<file path="src/rtl/xrst_pkg.sv">
package xrst_pkg;
  localparam logic [7:0] KEY_ACT_HIGH  = 8'hA5;
  localparam logic [7:0] KEY_ACT_LOW   = 8'h5A;
  localparam logic [7:0] KEY_PUSH_PULL = 8'hA8;
  localparam logic [7:0] KEY_OPEN_DRN  = 8'h8A;
  localparam int unsigned REG_W        = 32;
  localparam int unsigned POL_BIT      = 31;
  localparam int unsigned DRV_BIT      = 30;

  typedef enum logic {DRV_OPEN_DRAIN = 1'b0, DRV_PUSH_PULL = 1'b1} drv_mode_e;

  typedef struct packed {
    logic      act_high;
    drv_mode_e drv;
  } pin_mode_t;
endpackage

</file>
<file path="src/rtl/xrst_cfg_reg.sv">
module xrst_cfg_reg
  import xrst_pkg::*;
#(
  parameter int unsigned WIDTH_W   = 8,
  parameter int unsigned RST_WIDTH = 255
) (
  input  logic                clk_i,
  input  logic                rst_ni,
  input  logic                we_i,
  input  logic [REG_W-1:0]    wdata_i,
  output logic [REG_W-1:0]    rdata_o,
  output logic [WIDTH_W-1:0]  width_o,
  output pin_mode_t           mode_o
);
  localparam int unsigned PAD_W = REG_W - 2 - WIDTH_W;
  localparam logic [WIDTH_W-1:0] WIDTH_RST = WIDTH_W'(RST_WIDTH);

  logic [7:0]         key;
  logic [WIDTH_W-1:0] width_q;
  pin_mode_t          mode_q, mode_d;

  assign key = wdata_i[REG_W-1 -: 8];

  // Keys act on one mode bit each; anything else keeps both.
  always_comb begin
    mode_d = mode_q;
    unique case (key)
      KEY_ACT_HIGH:  mode_d.act_high = 1'b1;
      KEY_ACT_LOW:   mode_d.act_high = 1'b0;
      KEY_PUSH_PULL: mode_d.drv      = DRV_PUSH_PULL;
      KEY_OPEN_DRN:  mode_d.drv      = DRV_OPEN_DRAIN;
      default: ;
    endcase
  end

  always_ff @(posedge clk_i or negedge rst_ni) begin
    if (!rst_ni) begin
      width_q <= WIDTH_RST;
      mode_q  <= '{act_high: 1'b0, drv: DRV_OPEN_DRAIN};
    end else if (we_i) begin
      width_q <= wdata_i[WIDTH_W-1:0];
      mode_q  <= mode_d;
    end
  end

  assign rdata_o = {mode_q.act_high, mode_q.drv == DRV_PUSH_PULL, {PAD_W{1'b0}}, width_q};
  assign width_o = width_q;
  assign mode_o  = mode_q;
endmodule

</file>
<file path="src/rtl/xrst_timer.sv">
module xrst_timer #(
  parameter int unsigned WIDTH_W = 8
) (
  input  logic               clk_i,
  input  logic               rst_ni,
  input  logic               trig_i,
  input  logic               tick_i,
  input  logic [WIDTH_W-1:0] width_i,
  output logic               pulse_on_o
);
  logic [WIDTH_W-1:0] left_q;
  logic               on_q;

  // Width is captured at the trigger; the pulse ends on the tick that finds zero left.
  always_ff @(posedge clk_i or negedge rst_ni) begin
    if (!rst_ni) begin
      on_q   <= 1'b0;
      left_q <= '0;
    end else if (trig_i) begin
      on_q   <= 1'b1;
      left_q <= width_i;
    end else if (on_q && tick_i) begin
      if (left_q == '0) on_q <= 1'b0;
      else              left_q <= left_q - 1'b1;
    end
  end

  assign pulse_on_o = on_q;
endmodule

</file>
<file path="src/rtl/xrst_pin_drv.sv">
module xrst_pin_drv
  import xrst_pkg::*;
(
  input  logic      pulse_on_i,
  input  pin_mode_t mode_i,
  output logic      pin_o,
  output logic      pin_oe_o
);
  assign pin_o    = pulse_on_i ? mode_i.act_high : ~mode_i.act_high;
  assign pin_oe_o = (mode_i.drv == DRV_PUSH_PULL) | pulse_on_i;
endmodule

</file>
<file path="src/rtl/xrst_pulse_gen.sv">
module xrst_pulse_gen
  import xrst_pkg::*;
#(
  parameter int unsigned WIDTH_W   = 8,
  parameter int unsigned RST_WIDTH = 255
) (
  input  logic        clk_i,
  input  logic        rst_ni,
  input  logic        cfg_we_i,
  input  logic [31:0] cfg_wdata_i,
  output logic [31:0] cfg_rdata_o,
  input  logic        tick_i,
  input  logic        trig_i,
  output logic        pin_o,
  output logic        pin_oe_o
);
  logic [WIDTH_W-1:0] width;
  pin_mode_t          mode;
  logic               pulse_on;

  xrst_cfg_reg #(.WIDTH_W(WIDTH_W), .RST_WIDTH(RST_WIDTH)) u_cfg (
    .clk_i   (clk_i),
    .rst_ni  (rst_ni),
    .we_i    (cfg_we_i),
    .wdata_i (cfg_wdata_i),
    .rdata_o (cfg_rdata_o),
    .width_o (width),
    .mode_o  (mode)
  );

  xrst_timer #(.WIDTH_W(WIDTH_W)) u_tmr (
    .clk_i      (clk_i),
    .rst_ni     (rst_ni),
    .trig_i     (trig_i),
    .tick_i     (tick_i),
    .width_i    (width),
    .pulse_on_o (pulse_on)
  );

  xrst_pin_drv u_drv (
    .pulse_on_i (pulse_on),
    .mode_i     (mode),
    .pin_o      (pin_o),
    .pin_oe_o   (pin_oe_o)
  );
endmodule

</file>
<file path="config.mk">
export PLATFORM = sky130hd
export DESIGN_NAME = xrst_pulse_gen
export DESIGN_NICKNAME = d
export VERILOG_FILES = /design/src/rtl/xrst_pkg.sv /design/src/rtl/xrst_cfg_reg.sv /design/src/rtl/xrst_timer.sv /design/src/rtl/xrst_pin_drv.sv /design/src/rtl/xrst_pulse_gen.sv
export SDC_FILE = /design/constraint.sdc
export NUM_CORES = 1
export LEC_CHECK = 0
export ABC_AREA = 1
export BUFFER_PORTS_ARGS = -buffer_cell sky130_fd_sc_hd__buf_2
export CORE_AREA = 2 2 56 58
export CTS_BUF_LIST = sky130_fd_sc_hd__clkbuf_4 sky130_fd_sc_hd__clkbuf_8
export DETAILED_ROUTE_END_ITERATION = 8
export DIE_AREA = 0 0 58 60
export GPL_TIMING_DRIVEN = 0
export PLACE_DENSITY_LB_ADDON = 0.3
export SKIP_CTS_REPAIR_TIMING = 1
export SLEW_MARGIN = 20
export SYNTH_ARGS = -nofsm -noshare
export SYNTH_HDL_FRONTEND = slang
export SYNTH_SLANG_ARGS = --single-unit
</file>
<file path="constraint.sdc">
create_clock -name clk_i -period 2.1 [get_ports clk_i]
set_clock_uncertainty 0.15 [all_clocks]
set_input_delay 0.315 -clock clk_i [delete_from_list [all_inputs] [get_ports clk_i]]
set_output_delay 0.315 -clock clk_i [all_outputs]
set_load 0.03 [all_outputs]
</file>
==> impl_results.md, run 1 <==
- Outcome: complete, no violations
- Critical Path Fanout Max: 4
- Grt ovf: 0
- Leak: 0.897 nW
- Largest area contributor in the netlist: dfrtp_1
- # rows: 20
- Reg clk slew, reported paths: 110 ps
- Fin util: 53.1%
- Full die area: 3480 um2
- CP endpoint kind: output port
- Total Power: 0.00108 W
- Cells after synthesis: 169
- Area grow syn2layout: 25.9%
- Sequential element share of the synthesized area: 39.6%
- N_diodes: 0
- Final setup vio count: 0
- Pwr/cell area: 702 nW/um2
- Clock Latency Late Sink: 300 ps
- Mapped Avg Cell Area: 7.25 um2
- Worst Setup SP: u_tmr.pulse_on_o$_DFFE_PN0P_
- Drt drc: 0
- Final Cycle Share: 78.9%
- Vias in the first global route: 948
- Hold path startpoint: cfg_wdata_i[0]
- Reg-to-reg startpoint: u_tmr.left_q[0]$_DFFE_PN0P_
- # H-tree levels: 1
- Die Y: 60 um
- Post-synth top area share: 22.5%
- Via count: 1082
- Clk sinks: 19
- Required time of the worst setup path: 1630 ps
- Detailed Route WL: 2180 um
- Die width: 58 um
- Most frequent cells in the layout: nand2_1 (63), buf_2 (33), buf_4 (22), conb_1 (22), nor2_1 (14)
- Post-synth EDFFs: 0
- Total CTS buffers: 3
- TNS Setup: 0 ps
- Max Cap Viol: 0
- RePlAce Congestion: 0.819
- IO Pins: 71
- YS warnings: 0
- Fin. max-slew vios: 0
- Clock Tree Root: clkbuf_4
- PortBufs: 32
- Worst vdd ir: 0.460 mV
- Hold Fails Final Rpt: 0
- Tmin final: 1660 ps
- Top_reg_cell synth: dfrtp_1
- Distinct cell type count after synthesis: 26
- First-iteration detailed-routing DRC count: 10
- Crit start category: flop
- Flop2flop setup slack: 470 ps
- Vias/cell: 4.16
- Seq cells post-synth: 19
- Initial Util: 42.2%
- Drt wl/cell: 8.40 um
- Commonest non-fill, non-tap cell in the layout: nand2_1
- Clock buffer depth: 2
- CTS tree: built
- Setup repair after global routing missed its margin: no
- CP endpoint: pin_oe_o
- Core area: 2900 um2
- Reg2Reg Depth: 10
- Fill count: 302
- Largest net degree at the start of global routing: 20
- Synthesized area: 1220 um2
- Min-delay worst type: in -> reg
- Crit Path Class: reg -> out
- Reg-to-Reg End: u_tmr.left_q[6]$_DFFE_PN0P_
- Crit path DAT: 1190 ps
- DPL Wire Length: 1840 um
- Final #Nets: 266
- Global-route wire length before repair: 3760 um
- DRT Pass-1 Iters: 4
- Top cells by area, synth: dfrtp_1 (22%), nand2_1 (19%), dfstp_2 (17%), buf_4 (13%), nor2_1 (4.3%)
- Post-synthesis async set-or-reset flop share: 100%
- Total track usage: 13.7%
- Detail Route Antenna Nets: 0
- Max Freq: 0.603 GHz
- Share of cells above drive strength 1: 34.4%
- Initial antenna violation count: 0
## registers in the layout, indices dropped and copies added (netlist names)
signal,cells
u_cfg.width_o,8
u_tmr.left_q,8
u_cfg.mode_o,2
u_tmr.pulse_on_o,1
## Yosys cell counts (2+ instances only)
| cell | n |
|---|---|
| o21ai_1 | 4 |
| xnor2_1 | 3 |
| nor2_2 | 3 |
| nand2_1 | 63 |
| inv_2 | 4 |
| buf_4 | 22 |
| o21ai_0 | 5 |
| nor2_1 | 14 |
| nand3_1 | 7 |
| a31oi_1 | 2 |
| dfrtp_1 | 11 |
| dfstp_2 | 8 |
| inv_1 | 10 |
## per-layer routing
metal	GRT usage [%]	part of all wire [%]	vias up
met5	0	0	-
met4	5.98	1.8	0
met3	0.649	4.6	4
met2	25.0	50	30
met1	16.8	44	453
li1	-	-	595
## cells by family (layout without fill, tap and decap cells)
| logic type | Yosys count | after routing | share of synthesized area, % |
|---|---|---|---|
| flops | 19 | 19 | 39.6 |
| buf+inv | 38 | 75 | 18.5 |
| fa+ha+maj | 1 | 1 | 1.02 |
| other cells | 1 | 22 | 0.306 |
| simple gates | 94 | 94 | 32.4 |
| compound gates | 12 | 12 | 5.31 |
| xor+xnor | 4 | 4 | 2.86 |
## report_power, final
| part | leakage, nW | switching, W | internal, W |
|---|---|---|---|
| registers | 0.220 | 0.0000557 | 0.000430 |
| clock network | 0.0177 | 0.000113 | 0.0000709 |
| logic | 0.660 | 0.000261 | 0.000152 |
| total | 0.897 | 0.000430 | 0.000653 |
## critical path, stage by stage, from the launching register on
cell,delay [ps]
dfrtp_1,430
or2_2,300
buf_2,180
## metrics by stage
stage / setup WS (ps) / area (um2) / hold slack (ps) / instances
2_1_floorplan: 568 / 1300 / -131 / 190
3_3_place_gp: 481 / 1510 / 121 / 255
3_5_place_dp: 473 / 1510 / 121 / 255
4_1_cts: 425 / 1530 / -206 / 259
5_1_grt: 300 / 1540 / 38.9 / 260
6_report: 443 / 1540 / 47.1 / 260
## final cells by class
cell class	count	area, um2	share of cell area (%)
repair buffers	33	170	11.0
flip-flops and latches	19	485	31.5
clock inverters	1	5.00	0.324
multi-input cells	133	592	38.4
inverters	14	52.6	3.41
clock buffers	3	22.5	1.46
well taps	33	41.3	2.68
plain buffers	24	174	11.3
## how the worst min path moves through the flow
stage                                    to  slack, ps  cells past startpoint
2_1_floorplan   u_cfg.mode_o[0]$_DFFE_PN0P_       -130                      0
3_3_place_gp    u_cfg.mode_o[1]$_DFFE_PN0P_        120                      1
3_5_place_dp    u_cfg.mode_o[1]$_DFFE_PN0P_        120                      1
4_1_cts         u_tmr.left_q[6]$_DFFE_PN0P_       -210                      1
5_1_grt        u_cfg.width_o[5]$_DFFE_PN1P_         40                      3
6_report       u_cfg.width_o[0]$_DFFE_PN1P_         50                      3
No activity file was read; power rests on OpenSTA's default activity.
==> run 2: changes to the inputs <==
--- a/config.mk
+++ b/config.mk
@@ -5,12 +5,12 @@
 export SDC_FILE = /design/constraint.sdc
 export NUM_CORES = 1
 export LEC_CHECK = 0
-export ABC_AREA = 1
+export ABC_AREA = 0
 export BUFFER_PORTS_ARGS = -buffer_cell sky130_fd_sc_hd__buf_2
-export CORE_AREA = 2 2 56 58
+export CORE_AREA = 2 2 58 60
 export CTS_BUF_LIST = sky130_fd_sc_hd__clkbuf_4 sky130_fd_sc_hd__clkbuf_8
 export DETAILED_ROUTE_END_ITERATION = 8
-export DIE_AREA = 0 0 58 60
+export DIE_AREA = 0 0 60 62
 export GPL_TIMING_DRIVEN = 0
 export PLACE_DENSITY_LB_ADDON = 0.3
 export SKIP_CTS_REPAIR_TIMING = 1
==> constraint.sdc (replaced) <==
create_clock -name clk_i -period 1.4 [get_ports clk_i]
set_clock_uncertainty 0.15 [all_clocks]
set_input_delay 0.21 -clock clk_i [delete_from_list [all_inputs] [get_ports clk_i]]
set_output_delay 0.21 -clock clk_i [all_outputs]
set_load 0.03 [all_outputs]
==> run 2 against run 1 <==
  * The run now ends with setup timing left
  * Synthesized cell count is 28% lower
  * Via count is 9.1% higher
  * Synthesized area is 0.71% higher
  * Combinational power is 37% higher
  * Routed wire length is 41% higher
  * Register-to-register slack worse by 890 ps
  * Largest cell class unchanged
==> impl_results.md, run 2 <==
- Core area: 3180 um2
- Slowest cell on crit path: or4_4
- Leak: 0.862 nW
- Most numerous cell in the Yosys netlist: buf_4
- Global-route wire length before repair: 4220 um
- Fin util: 58.2%
- Final setup vio count: 11
- Crit Path Class: reg -> reg
- Crit start category: flop
- Distinct cell type count after synthesis: 44
- Synth Area in Adders: 1.01%
- Largest area contributor in the netlist: dfrtp_1
- N_diodes: 0
- Worst Setup SP: u_tmr.left_q[1]$_DFFE_PN0P_
- Max Freq: 0.548 GHz
- Drt drc: 0
- # H-tree levels: 1
- Worst vdd ir: 0.556 mV
- Grt ovf: 0
- Commonest non-fill, non-tap cell in the layout: buf_4
- Vias in the first global route: 974
- Total Power: 0.00155 W
- Met2 wire length: 1680 um
- Die width: 60 um
- TNS Setup: -2790 ps
- Post-synthesis async set-or-reset flop share: 100%
- Hold Fails Final Rpt: 0
- Detail Route Antenna Nets: 0
- Synthesized area: 1230 um2
- Mux share of post-synthesis cell area: 7.30%
- Post-synthesis xor/xnor area fraction: 0.710%
- Chain of cells forming the critical path: buf_8, inv_4, ha_4, nand4b_1, or4_4, a31oi_1
- CP peak stage delay: 560 ps
- Detailed Route WL: 3080 um
- Most frequent cells in the layout: buf_4 (35), conb_1 (22), buf_2 (21)
- Post-synth EDFFs: 0
- Top cells by area, synth: dfrtp_1 (22%), dfstp_2 (17%), buf_4 (13%), mux2_2 (7.3%), nand4bb_1 (2.7%)
- Clock buffer depth: 2
- DPL Wire Length: 2060 um
- Top_reg_cell synth: dfrtp_1
- Min-delay worst type: in -> reg
- Required time of the worst setup path: 1490 ps
- Worst setup margin: -425 ps
- First-iteration detailed-routing DRC count: 30
- Final Cycle Share: 130%
- Critical Path Fanout Max: 6
- Met1 WL: 1170 um
- Cells after synthesis: 121
- IO Pins: 71
- Post-Synth Simple-Gate Area: 18.7%
- Via count: 1180
- Max Cap Viol: 0
- Reg-to-reg startpoint: u_tmr.left_q[1]$_DFFE_PN0P_
- Full die area: 3720 um2
- Total track usage: 15.1%
- Largest net degree at the start of global routing: 20
- Hold path startpoint: cfg_wdata_i[1]
- Seq cells post-synth: 19
- Met3 routed WL: 180 um
- Reg clk slew, reported paths: 130 ps
- WP buf/inv: 2
- Crit path DAT: 1920 ps
- Fin. max-slew vios: 0
- Pwr/cell area: 838 nW/um2
- Actual slew at the worst max-slew pin: 527 ps
- RePlAce Congestion: 0.788
- Largest family of logic cells by synthesized area: simple AND/OR/NAND/NOR gates
- Tmin final: 1820 ps
- Setup repair after global routing missed its margin: yes
- CTS tree: built
- Area grow syn2layout: 50.1%
- Initial Util: 38.8%
- YS warnings: 0
- CP endpoint kind: flop
- Vias/cell: 4.84
- Synth cell count leaders: buf_4 (22), dfrtp_1 (11), dfstp_2 (8), mux2_2 (8)
- Final #Nets: 237
- Share of cells above drive strength 1: 49.5%
- Crit-path leading delay family: simple AND/OR/NAND/NOR gates
- Clk sinks: 19
- Clock Tree Root: clkbuf_4
- Outcome: finished, violations left
- Drt wl/cell: 12.6 um
- PortBufs: 30
- Sequential element share of the synthesized area: 39.4%
- Failing checks: setup timing
- Post-synth top area share: 22.3%
- Die Y: 62 um
- Worst rel slew slack: 64.8%
- Initial antenna violation count: 0
- Compound-gate portion of the synthesized area: 15.6%
- Total CTS buffers: 3
- Mapped Avg Cell Area: 10.2 um2
- Highest routed layer: met4
- DRT Pass-1 Iters: 4
- # rows: 21
- Clock Latency Late Sink: 310 ps
run 2: cell types whose count changed in the layout (fill, tap and decap cells not counted), sizes merged, moves of 3 or more:
cell	change
a2bb2oi	+3
dlygate4sd3	+9
mux2	+8
nand2	-62
buf	+11
nor2	-13
o31ai	+3
o21ai	-6
nand4bb	+3
inv	-9
run 2: final cells by class:
type,instances,area [um2]
plain buffers,26,194
clock buffers,3,22.5
clock inverters,1,5.00
fillers,276,1330
inverters,6,25.0
multi-input cells,90,649
flip-flops and latches,19,487
well taps,46,57.6
repair buffers,53,412
run 2: stage by stage:
stage	cells	setup slack, ps	area, um2	hold WS [ps]
global route	244	-541	1850	0.114
detailed placement	218	-391	1560	24.9
global placement	218	-351	1560	22.7
floorplan	142	-258	1350	-236
finish	244	-425	1850	6.16
CTS	222	-394	1580	-320
run 2: power by group:
part / leakage [nW] / internal, W / switching, W
registers: 0.208 / 0.000623 / 0.0000739
clock network: 0.0177 / 0.000106 / 0.000180
logic: 0.637 / 0.000279 / 0.000290
total: 0.862 / 0.00101 / 0.000545
run 2: path summary, 6_finish.rpt:
check	endpoint	slack [ps]	depth (start not counted)
max in group asynchronous	u_cfg.width_o[1]$_DFFE_PN1P_	530	2
min in group asynchronous	u_tmr.left_q[6]$_DFFE_PN0P_	200	2
hold / removal	u_cfg.width_o[1]$_DFFE_PN1P_	6	2
setup reg to reg	u_tmr.left_q[4]$_DFFE_PN0P_	-420	6
setup / recovery	u_tmr.left_q[4]$_DFFE_PN0P_	-420	6
hold reg to reg	u_tmr.left_q[4]$_DFFE_PN0P_	410	2
run 2: worst reg2reg max path, delay by kind of cell (launching register included):
family	cells	cell delay [ps]
and+or+nand+nor	2	750
AOI/OAI and AO/OA	1	160
adders and majority gates	1	150
DFF	1	400
buffers and inverters	2	180
run 2: cell families (layout without fill, tap and decap cells):
logic type,Yosys count,count (layout)
flip-flops,19,19
AO/OA/AOI/OAI,25,25
adder cells (fa/ha/maj),1,1
buffers and inverters,33,89
multiplexers,8,8
other,1,22
AND/OR/NAND/NOR,33,33
XOR/XNOR,1,1
run 2: layer usage:
layer	GRT usage [%]	vias up
met1	18.0	565
li1	-	554
met5	0	-
met2	27.0	57
met3	2.07	4
met4	6.98	0
==> run 3: changes to the inputs <==
--- a/config.mk
+++ b/config.mk
@@ -6,12 +6,13 @@
 export NUM_CORES = 1
 export LEC_CHECK = 0
 export ABC_AREA = 0
-export BUFFER_PORTS_ARGS = -buffer_cell sky130_fd_sc_hd__buf_2
-export CORE_AREA = 2 2 58 60
+export CORE_AREA = 2 2 56 58
 export CTS_BUF_LIST = sky130_fd_sc_hd__clkbuf_4 sky130_fd_sc_hd__clkbuf_8
 export DETAILED_ROUTE_END_ITERATION = 8
-export DIE_AREA = 0 0 60 62
+export DIE_AREA = 0 0 58 60
+export DONT_BUFFER_PORTS = 1
 export GPL_TIMING_DRIVEN = 0
+export MAX_ROUTING_LAYER = met4
 export PLACE_DENSITY_LB_ADDON = 0.3
 export SKIP_CTS_REPAIR_TIMING = 1
 export SLEW_MARGIN = 20
==> run 3 against run 2 <==
  * The flow still finishes with violations (setup timing)
  * Via count is 14% lower
  * Critical path type unchanged
  * Largest power group unchanged
  * Clock power is 3% higher
  * Final cell count down 18%
==> impl_results.md, run 3 (synthesis results as in run 2) <==
- Multi-input gate area: 673 um2
- DPL Wire Length: 1840 um
- Highest routed layer: met4
- Clock Power Share: 19.4%
- Tmin final: 1820 ps
- Max Cap Viol: 0
- PortBufs: 0
- Vias/cell: 5.07
- Clock buffer depth: 2
- Max Freq: 0.551 GHz
- Global-route wire length before repair: 3920 um
- Worst vdd ir: 0.660 mV
- Largest net degree at the start of global routing: 20
- Die Y: 60 um
- Vias in the first global route: 927
- Switch share: 34.4%
- Crit start category: flop
- TNS Setup: -3120 ps
- Actual slew at the worst max-slew pin: 831 ps
- Hold Fails Final Rpt: 0
- # rows: 20
- Full die area: 3480 um2
- Setup WS pre-CTS: -391 ps
- Met3 routed WL: 187 um
- Via count: 1013
- Min-delay worst type: in -> reg
- Drt drc: 0
- Combinational power share: 31.1%
- First-iteration detailed-routing DRC count: 36
- Initial Util: 42.5%
- Final Cycle Share: 130%
- Met1 WL: 1100 um
- # H-tree levels: 1
- Fin. max-slew vios: 0
- Final setup vio count: 11
- Flop2flop setup slack: -420 ps
- Drt wl/cell: 13.7 um
- Final #Nets: 206
- Initial antenna violation count: 0
- Clock Tree Root: clkbuf_4
- N_diodes: 0
- Detailed Route WL: 2730 um
- RePlAce Congestion: 0.783
- Die width: 58 um
- Fill count: 254
- Failing checks: setup timing
- Outcome: finished, violations left
- Area taken by flip-flops and latches: 489 um2
- Commonest non-fill, non-tap cell in the layout: buf_4
- Total CTS buffers: 3
- Share of power burned in registers: 49.5%
- Worst setup margin: -415 ps
- Reg clk slew, reported paths: 110 ps
- DRT Pass-1 Iters: 4
- Crit Path Class: reg -> reg
- Grt ovf: 0
- P_sw: 0.000522 W
- CP endpoint kind: flop
- Met2 wire length: 1420 um
- Detail Route Antenna Nets: 0
- Share of cells above drive strength 1: 43.1%
- Area grow syn2layout: 33.8%
- CTS tree: built
- Clk sinks: 19
- Core area: 2900 um2
- IO Pins: 71
- Clock Latency Late Sink: 290 ps
- Crit path DAT: 1890 ps
- Setup repair after global routing missed its margin: yes
- Required time of the worst setup path: 1470 ps
- Leak: 0.717 nW
- Total track usage: 15.0%
- Pwr/cell area: 921 nW/um2
- Most frequent cells in the layout: buf_4 (32), conb_1 (22), dlygate4sd3_1 (12)
- Worst rel slew slack: 44.4%
- Int Power: 0.000997 W
- Critical Path Fanout Max: 4
==> run 3: cell count changes in the layout (fill, tap and decap cells not counted), moves of 2 or more <==
cell | before | now
dfrtp_2 | 1 | 3
buf_6 | 9 | 0
buf_4 | 35 | 32
dfrtp_1 | 10 | 8
dlygate4sd3_1 | 10 | 12
buf_2 | 21 | 2
==> run 3: cell type report <==
cell class	instances	share of cell area [%]
Multi-Input combinational cell	90	40.8
Sequential cell	19	29.6
Timing Repair Buffer	22	11.8
Buffer	26	11.8
Tap cell	33	2.50
Clock buffer	4	1.82
Inverter	6	1.67
==> run 3: power by group through the flow <==
stage          Clock (W)  Combinational, W  Sequential, W
2_1_floorplan          0          0.000315       0.000736
3_3_place_gp           0          0.000339       0.000753
3_5_place_dp           0          0.000349       0.000758
4_1_cts         0.000304          0.000349       0.000748
5_1_grt         0.000321          0.000512       0.000762
6_report        0.000295          0.000472       0.000752
==> run 3: routing by layer <==
| layer | track usage, % | vias to the layer above |
|---|---|---|
| met3 | 2.81 | 2 |
| met2 | 25.8 | 48 |
| met1 | 17.0 | 471 |
| li1 | - | 492 |
| met5 | - | - |
| met4 | 6.64 | 0 |
==> run 3: path summary, 6_finish.rpt <==
path                                               from                     endpoint  depth (start not counted)
setup / recovery            u_tmr.left_q[1]$_DFFE_PN0P_  u_tmr.left_q[6]$_DFFE_PN0P_                          6
hold / removal                          cfg_wdata_i[25]  u_cfg.mode_o[1]$_DFFE_PN0P_                          3
setup reg to reg            u_tmr.left_q[1]$_DFFE_PN0P_  u_tmr.left_q[6]$_DFFE_PN0P_                          6
hold reg to reg            u_cfg.width_o[7]$_DFFE_PN1P_  u_tmr.left_q[7]$_DFFE_PN0P_                          1
max in group asynchronous                        rst_ni  u_tmr.left_q[3]$_DFFE_PN0P_                          1
min in group asynchronous                        rst_ni  u_tmr.left_q[5]$_DFFE_PN0P_                          1
==> run 3: critical path, cell delays in order (launching register included) <==
cell and delay (ps):
dfrtp_1 410, buf_8 130, inv_6 50, ha_4 130, nand4b_1 160, or4_1 540, a31oi_1 170
==> run 3: stage by stage <==
step                      total power (W)  area, um2  cells  util (%)  hold slack (ps)
after global routing              0.00159       1650    200      56.9             38.7
final                             0.00152       1650    200      56.9             14.6
after global placement            0.00109       1390    175      47.8             -235
after detailed placement          0.00111       1390    175      47.8             -235
after CTS                         0.00140       1420    179      48.9             -567
after floorplan                   0.00105       1350    142         -             -236
